===== config.mk =====
export PLATFORM = sky130hd
export DESIGN_NAME = seq_trig_unit
export DESIGN_NICKNAME = d
export VERILOG_FILES = /design/src/rtl/seq_trig_pkg.sv /design/src/rtl/trig_cfg_regs.sv /design/src/rtl/trig_level_match.sv /design/src/rtl/trig_sequencer.sv /design/src/rtl/seq_trig_unit.sv
export SDC_FILE = /design/constraint.sdc
export NUM_CORES = 1
export LEC_CHECK = 0
export BUFFER_PORTS_ARGS = -buffer_cell sky130_fd_sc_hd__buf_2
export CAP_MARGIN = 10
export CORE_ASPECT_RATIO = 0.5
export CORE_UTILIZATION = 40
export CTS_CLUSTER_SIZE = 14
export DETAILED_ROUTE_END_ITERATION = 12
export PLACE_DENSITY = 0.53
export REMOVE_ABC_BUFFERS = 1
export SETUP_SLACK_MARGIN = 0.15
export SYNTH_ARGS = -nofsm -noshare
export SYNTH_HDL_FRONTEND = slang
export SYNTH_SLANG_ARGS = --single-unit

===== constraint.sdc =====
create_clock -name clk -period 3.3 [get_ports clk]
set_input_delay 0.66 -clock clk [delete_from_list [all_inputs] [get_ports clk]]
set_output_delay 0.66 -clock clk [all_outputs]
set_load 0.005 [all_outputs]

===== src/rtl/seq_trig_pkg.sv =====
// Package: seq_trig_pkg
// Shared encodings for the sequential trigger unit: per-probe condition
// codes, external-term codes and the sequencer state.
package seq_trig_pkg;

    // Per-probe condition codes (3 bits); 5..7 are reserved and never true.
    localparam logic [2:0] PC_ANY  = 3'd0;
    localparam logic [2:0] PC_LOW  = 3'd1;
    localparam logic [2:0] PC_HIGH = 3'd2;
    localparam logic [2:0] PC_RISE = 3'd3;
    localparam logic [2:0] PC_FALL = 3'd4;

    // External trigger term codes (2 bits).
    localparam logic [1:0] XC_IGNORE = 2'd0;
    localparam logic [1:0] XC_HIGH   = 2'd1;
    localparam logic [1:0] XC_LOW    = 2'd2;
    localparam logic [1:0] XC_RISE   = 2'd3;

    // Sequencer state.
    typedef enum logic [1:0] {
        ST_IDLE  = 2'd0,
        ST_HUNT  = 2'd1,
        ST_FIRED = 2'd2
    } seq_state_t;

endpackage


===== src/rtl/trig_cfg_regs.sv =====
// Module: trig_cfg_regs
// Holds the condition word of every trigger level and the active level
// count. Writes land only while wr_open is high (unit disarmed). The count
// is clamped to 1..MAX_LEVELS at write time. Addresses above MAX_LEVELS
// are dropped.
// Assumes: the write strobe is synchronous to clk and lasts one cycle per write.
module trig_cfg_regs #(
    parameter int NUM_PROBES = 8,
    parameter int MAX_LEVELS = 10
) (
    input  logic                             clk,
    input  logic                             rst_n,
    input  logic                             wr_en,
    input  logic                             wr_open,
    input  logic [$clog2(MAX_LEVELS+1)-1:0]  wr_addr,
    input  logic [3*NUM_PROBES+1:0]          wr_data,
    output logic [MAX_LEVELS*(3*NUM_PROBES+2)-1:0] lvl_cfg_flat,
    output logic [$clog2(MAX_LEVELS+1)-1:0]  lvl_count
);

    localparam int CFG_W  = 3*NUM_PROBES + 2;
    localparam int CNT_W  = $clog2(MAX_LEVELS+1);

    logic wr_ok;

    // Gate every write with the disarmed condition.
    assign wr_ok = wr_en && wr_open;

    // One storage word per level, each with its own address decode.
    for (genvar g = 0; g < MAX_LEVELS; g++) begin : g_level
        logic [CFG_W-1:0] word_q;

        // Load this level's word when its address is written.
        always_ff @(posedge clk) begin
            if (!rst_n) begin
                word_q <= '0;
            end else if (wr_ok && (int'(wr_addr) == g)) begin
                word_q <= wr_data;
            end
        end

        assign lvl_cfg_flat[g*CFG_W +: CFG_W] = word_q;
    end

    // Active level count, clamped into the legal range on write.
    always_ff @(posedge clk) begin
        if (!rst_n) begin
            lvl_count <= CNT_W'(1);
        end else if (wr_ok && (int'(wr_addr) == MAX_LEVELS)) begin
            if (wr_data == '0) begin
                lvl_count <= CNT_W'(1);
            end else if (wr_data > CFG_W'(MAX_LEVELS)) begin
                lvl_count <= CNT_W'(MAX_LEVELS);
            end else begin
                lvl_count <= wr_data[CNT_W-1:0];
            end
        end
    end

endmodule


===== src/rtl/trig_level_match.sv =====
// Module: trig_level_match
// Purely combinational. It evaluates one level's condition word against
// the current and previous samples of the probes and of the external input.
// The result is the AND of all terms.
// Assumes: the previous-sample inputs are the values from one clock earlier.
module trig_level_match
    import seq_trig_pkg::*;
#(
    parameter int NUM_PROBES = 8
) (
    input  logic [3*NUM_PROBES+1:0] cond,
    input  logic [NUM_PROBES-1:0]   probe_now,
    input  logic [NUM_PROBES-1:0]   probe_prev,
    input  logic                    ext_now,
    input  logic                    ext_prev,
    output logic                    hit
);

    logic [NUM_PROBES-1:0] bit_ok;
    logic                  ext_ok;
    logic [1:0]            ext_code;

    // One term evaluator per probe.
    for (genvar i = 0; i < NUM_PROBES; i++) begin : g_term
        logic [2:0] code;
        assign code = cond[3*i +: 3];

        // Decode this probe's condition against its two samples.
        always_comb begin
            case (code)
                PC_ANY:  bit_ok[i] = 1'b1;
                PC_LOW:  bit_ok[i] = !probe_now[i];
                PC_HIGH: bit_ok[i] = probe_now[i];
                PC_RISE: bit_ok[i] = probe_now[i] && !probe_prev[i];
                PC_FALL: bit_ok[i] = !probe_now[i] && probe_prev[i];
                default: bit_ok[i] = 1'b0;
            endcase
        end
    end

    assign ext_code = cond[3*NUM_PROBES +: 2];

    // Decode the external trigger term.
    always_comb begin
        case (ext_code)
            XC_IGNORE: ext_ok = 1'b1;
            XC_HIGH:   ext_ok = ext_now;
            XC_LOW:    ext_ok = !ext_now;
            default:   ext_ok = ext_now && !ext_prev;
        endcase
    end

    assign hit = (&bit_ok) && ext_ok;

endmodule


===== src/rtl/trig_sequencer.sv =====
// Module: trig_sequencer
// Walks the level pointer through the active levels and owns the
// idle / hunt / fired state. It issues a one-cycle fire pulse when the last
// active level matches. Disarm overrides arm, and arm restarts at level 0.
// Assumes: lvl_count is in 1..MAX_LEVELS and stays still while hunting.
module trig_sequencer
    import seq_trig_pkg::*;
#(
    parameter int MAX_LEVELS = 10
) (
    input  logic                                            clk,
    input  logic                                            rst_n,
    input  logic                                            arm,
    input  logic                                            disarm,
    input  logic                                            hit,
    input  logic [$clog2(MAX_LEVELS+1)-1:0]                 lvl_count,
    output seq_state_t                                      state,
    output logic [((MAX_LEVELS > 1) ? $clog2(MAX_LEVELS) : 1)-1:0] ptr,
    output logic                                            fire
);

    localparam int CNT_W = $clog2(MAX_LEVELS+1);

    logic at_last;

    // The pointer sits on the final active level.
    assign at_last = (CNT_W'(ptr) + CNT_W'(1)) == lvl_count;

    // State, pointer and trigger pulse update.
    always_ff @(posedge clk) begin
        if (!rst_n) begin
            state <= ST_IDLE;
            ptr   <= '0;
            fire  <= 1'b0;
        end else begin
            fire <= 1'b0;
            if (disarm) begin
                state <= ST_IDLE;
            end else if (arm) begin
                state <= ST_HUNT;
                ptr   <= '0;
            end else if ((state == ST_HUNT) && hit) begin
                if (at_last) begin
                    state <= ST_FIRED;
                    fire  <= 1'b1;
                end else begin
                    ptr <= ptr + 1'b1;
                end
            end
        end
    end

endmodule


===== src/rtl/seq_trig_unit.sv =====
// Module: seq_trig_unit (top)
// Sequential multi-level trigger. It keeps a one-sample history of the probes
// and the external input, and selects the condition word of the current level.
// It feeds the match result to the sequencer, which produces the trigger pulse.
// Assumes: probe_in and ext_trig_in are synchronous to clk. The clock is
// never itself a probe.
module seq_trig_unit
    import seq_trig_pkg::*;
#(
    parameter int NUM_PROBES = 8,
    parameter int MAX_LEVELS = 10
) (
    input  logic                                   clk,
    input  logic                                   rst_n,
    input  logic [NUM_PROBES-1:0]                  probe_in,
    input  logic                                   ext_trig_in,
    input  logic                                   arm,
    input  logic                                   disarm,
    input  logic                                   cfg_we,
    input  logic [$clog2(MAX_LEVELS+1)-1:0]        cfg_addr,
    input  logic [3*NUM_PROBES+1:0]                cfg_wdata,
    output logic                                   trig_out,
    output logic                                   armed,
    output logic                                   triggered,
    output logic [((MAX_LEVELS > 1) ? $clog2(MAX_LEVELS) : 1)-1:0] cur_level
);

    localparam int CFG_W = 3*NUM_PROBES + 2;
    localparam int CNT_W = $clog2(MAX_LEVELS+1);
    localparam int PTR_W = (MAX_LEVELS > 1) ? $clog2(MAX_LEVELS) : 1;

    logic [NUM_PROBES-1:0]       probe_prev;
    logic                        ext_prev;
    logic [MAX_LEVELS*CFG_W-1:0] lvl_cfg_flat;
    logic [CNT_W-1:0]            lvl_count;
    logic [CFG_W-1:0]            cur_cfg;
    logic [PTR_W-1:0]            ptr;
    logic                        hit;
    seq_state_t                  state;

    // Previous-sample history, refreshed every clock whatever the state.
    always_ff @(posedge clk) begin
        if (!rst_n) begin
            probe_prev <= '0;
            ext_prev   <= 1'b0;
        end else begin
            probe_prev <= probe_in;
            ext_prev   <= ext_trig_in;
        end
    end

    trig_cfg_regs #(
        .NUM_PROBES (NUM_PROBES),
        .MAX_LEVELS (MAX_LEVELS)
    ) u_cfg (
        .clk          (clk),
        .rst_n        (rst_n),
        .wr_en        (cfg_we),
        .wr_open      (state == ST_IDLE),
        .wr_addr      (cfg_addr),
        .wr_data      (cfg_wdata),
        .lvl_cfg_flat (lvl_cfg_flat),
        .lvl_count    (lvl_count)
    );

    // Pick the condition word of the level being waited on.
    assign cur_cfg = lvl_cfg_flat[int'(ptr)*CFG_W +: CFG_W];

    trig_level_match #(
        .NUM_PROBES (NUM_PROBES)
    ) u_match (
        .cond       (cur_cfg),
        .probe_now  (probe_in),
        .probe_prev (probe_prev),
        .ext_now    (ext_trig_in),
        .ext_prev   (ext_prev),
        .hit        (hit)
    );

    trig_sequencer #(
        .MAX_LEVELS (MAX_LEVELS)
    ) u_seq (
        .clk       (clk),
        .rst_n     (rst_n),
        .arm       (arm),
        .disarm    (disarm),
        .hit       (hit),
        .lvl_count (lvl_count),
        .state     (state),
        .ptr       (ptr),
        .fire      (trig_out)
    );

    assign armed     = (state == ST_HUNT);
    assign triggered = (state == ST_FIRED);
    assign cur_level = ptr;

endmodule


==> key figures <==
Global routing
  • First-pass GRT wire length: 67450 um
  • Initial antenna violation count: 1
  • Gr usage total: 26.67%
  • Vias in the first global route: 10670
  • Largest net degree at the start of global routing: 117
  • Grt ovf: 0

Route
  • Vias: 11230
  • Routed wl met2: 19710 um
  • Top layer in use: met4
  • Vias per cell: 5.584
  • Metal3 WL: 3531 um
  • DR DRC count: 0
  • DRT antenna net count: 0
  • Starting DRT DRC Count: 935
  • Wirelength per Cell: 22.41 um
  • Drt pass-1 iters: 6
  • Final WL: 45060 um
  • M1 WL: 21140 um

Clock tree
  • CTS tree: built
  • Buffer levels on the longest clock path: 3
  • Clk sink count: 280
  • Skew-Pair Late Insertion Delay: 0.56 ns
  • Root cell of the clock tree: clkbuf_16
  • H-tree depth: 1
  • Hold buffer count at CTS: 0
  • CTS Buf Count: 28
  • Worst-path clk slew: 0.06 ns

Worst setup path
  • R2R Path Start: u_seq.ptr[0]
  • Arr. time, crit path: 3.59 ns
  • Crit-path max FO: 17
  • Data required, critical path: 3.77 ns
  • CP Launch Type: flop
  • Worst Setup End Kind: flop
  • WS Path Type: reg2reg
  • Setup crit start: u_seq.ptr[0]

Floorplanning
  • # rows: 46
  • Area of the core: 32170 um^2
  • Die W: 259.8 um
  • Die footprint: 34020 um^2
  • Io pins: 51
  • Die Y: 130.9 um
  • Initial Util: 41.33%

Yosys
  • Syn_area_per_cell: 8.584 um^2
  • Synth Cell Area: 13300 um^2
  • Cells after Synth: 1549
  • Post-synth EDFFs: 0
  • Primary FF master, synth: dfxtp_1
  • Post-synth top area share: 42.16%
  • Sequential fraction of the synthesis area: 42.16%
  • Yosys reg bits: 280
  • Cell variety after synth: 66
  • Post-synth top cells: nand2_1, dfxtp_1, a21boi_0
  • Most frequent cell after synthesis: nand2_1
  • Cell taking the most area after synthesis: dfxtp_1
  • Synth top area cells: dfxtp_1, nand2_1, a21boi_0, mux4_2, mux2i_1
  • Synth warn: 0
  • Async set-or-reset flop fraction in the synthesized netlist: 0%

Placement
  • Post-DP HPWL: 27340 um
  • RePlAce Congestion: 0.8890
  • Pre-CTS setup slack: -0.05384 ns
  • Buffers on Ports: 50
  • Placed Area: 13990 um^2

Worst hold path
  • HP Class: in2reg
  • Worst hold start: probe_in[5]

STA
  • Max_slew headroom: 49.11%
  • Worst Max-Slew Pin Slew: 0.7575 ns
  • Count of pins over their slew limit: 0
  • Period utilization: 94.59%
  • Clk_skew: 0.02359 ns
  • Fin crit period: 3.122 ns
  • Setup violators final: 0
  • Unrepaired setup endpoints after global routing: yes
  • Fmax: 0.3204 GHz
  • Final Worst Setup Slack: 0.1785 ns
  • Hold Vio Cnt, Final: 0

Final layout
  • FILL cells: 3090
  • Synthesis-to-layout area growth: 13.90%
  • Layout net count: 1606
  • Post-route cell area: 15140 um^2
  • Share of layout cells above drive strength 1: 14.70%

Pwr
  • Pwr/cell area: 463.1 nW/um^2
  • P_leak: 5.056 nW
  • Worst vdd ir: 290.3 uV

Job
  • Max cap viols: 0

Run status
  • Status: completed
## cell usage in the layout (no fill, tap or decap), types with 11 or more instances in the layout
cell	count
o21ai_0	15
mux2_2	22
nand3_1	15
a21boi_0	261
buf_12	11
mux4_2	31
buf_2	49
inv_1	12
nor3_1	13
nand2_1	552
mux2i_1	40
and2_1	17
dfxtp_1	277
clkbuf_16	29
buf_4	51
nor2_1	14
## sequential cells by signal, summed over array words and instances, names as in the netlist
| register | cells |
|---|---|
| u_cfg.lvl_count | 4 |
| u_seq.fire | 1 |
| u_seq.state | 2 |
| ext_prev | 1 |
| u_seq.ptr | 4 |
| u_cfg.g_level.word_q | 260 |
| probe_prev | 8 |
## through the flow
| stage | total power, mW | TNS [ns] | hold WS, ns | util, % | cells |
|---|---|---|---|---|---|
| 6_report | 7.014 | 0 | 0.3478 | 47.07 | 2011 |
| 3_3_place_gp | 3.902 | 0 | 0.4449 | 43.48 | 1946 |
| 2_1_floorplan | 3.680 | -11.09 | 0.4386 | - | 1414 |
| 3_5_place_dp | 3.910 | -0.05384 | 0.4540 | 43.48 | 1946 |
| 4_1_cts | 7.057 | 0 | 0.3336 | 46.89 | 2007 |
| 5_1_grt | 7.251 | 0 | 0.3392 | 47.07 | 2011 |
## layer usage
layer  global-route usage (%)  vias up
met5                        0        -
met2                    41.85      379
met4                    5.121        0
met1                    37.85     5524
li1                         -     5273
met3                    5.787       54
## logic make-up (layout without fill, tap and decap cells)
logic type                 after synthesis  count (layout)  synth area share (%)
adders and majority gates                1               1               0.09408
muxes                                  108             108                 12.59
other                                    0               1                     0
and+or+nand+nor                        663             663                 20.65
DFF                                    280             280                 42.16
AOI/OAI and AO/OA                      344             344                 19.28
xor gates and xnor gates                 6               6                0.3952
buffers and inverters                  147             176                 4.837
## power by group
| group | leakage, nW | total [mW] | internal [mW] | switching [mW] |
|---|---|---|---|---|
| Clock | 0.429 | 3.17 | 1.81 | 1.35 |
| Combinational | 2.36 | 0.401 | 0.142 | 0.259 |
| Sequential | 2.26 | 3.45 | 3.42 | 0.0260 |
| Total | 5.06 | 7.01 | 5.37 | 1.64 |
## critical path: stages (launching register included)
cell,delay (ns)
dfxtp_4,0.43
buf_12,0.12
buf_16,0.16
mux2_2,0.35
o22ai_1,0.43
o32a_1,0.25
nand4_1,0.14
nor4b_4,0.23
buf_4,0.18
nor2_2,0.05
or4_4,0.51
a211oi_2,0.19
## layout make-up
class	count	area (um^2)	share of cell area, %
multi-input combinational	1122	7081	46.75
sequential	280	5617	37.09
timing repair buffer	117	974.7	6.436
clock buffer	44	842.1	5.560
tap	432	540.5	3.569
inverter	12	45.04	0.2974
clock inverter	3	42.54	0.2809
antenna	1	2.502	0.01652
## path summary, 6_finish.rpt
| check | cells after the start | to | slack, ns |
|---|---|---|---|
| max | 11 | u_seq.state[1] | 0.18 |
| min reg2reg | 2 | u_cfg.g_level[2].word_q[3] | 0.46 |
| min | 2 | probe_prev[5] | 0.35 |
| max reg2reg | 11 | u_seq.state[1] | 0.18 |
## what timing repair did
action,CTS,global route
gates resized for setup,7,5
setup buffers,12,3
pin swaps,5,7
gates cloned,2,0
setup endpoints to repair,4,4
(Power assumes the default switching activity.)
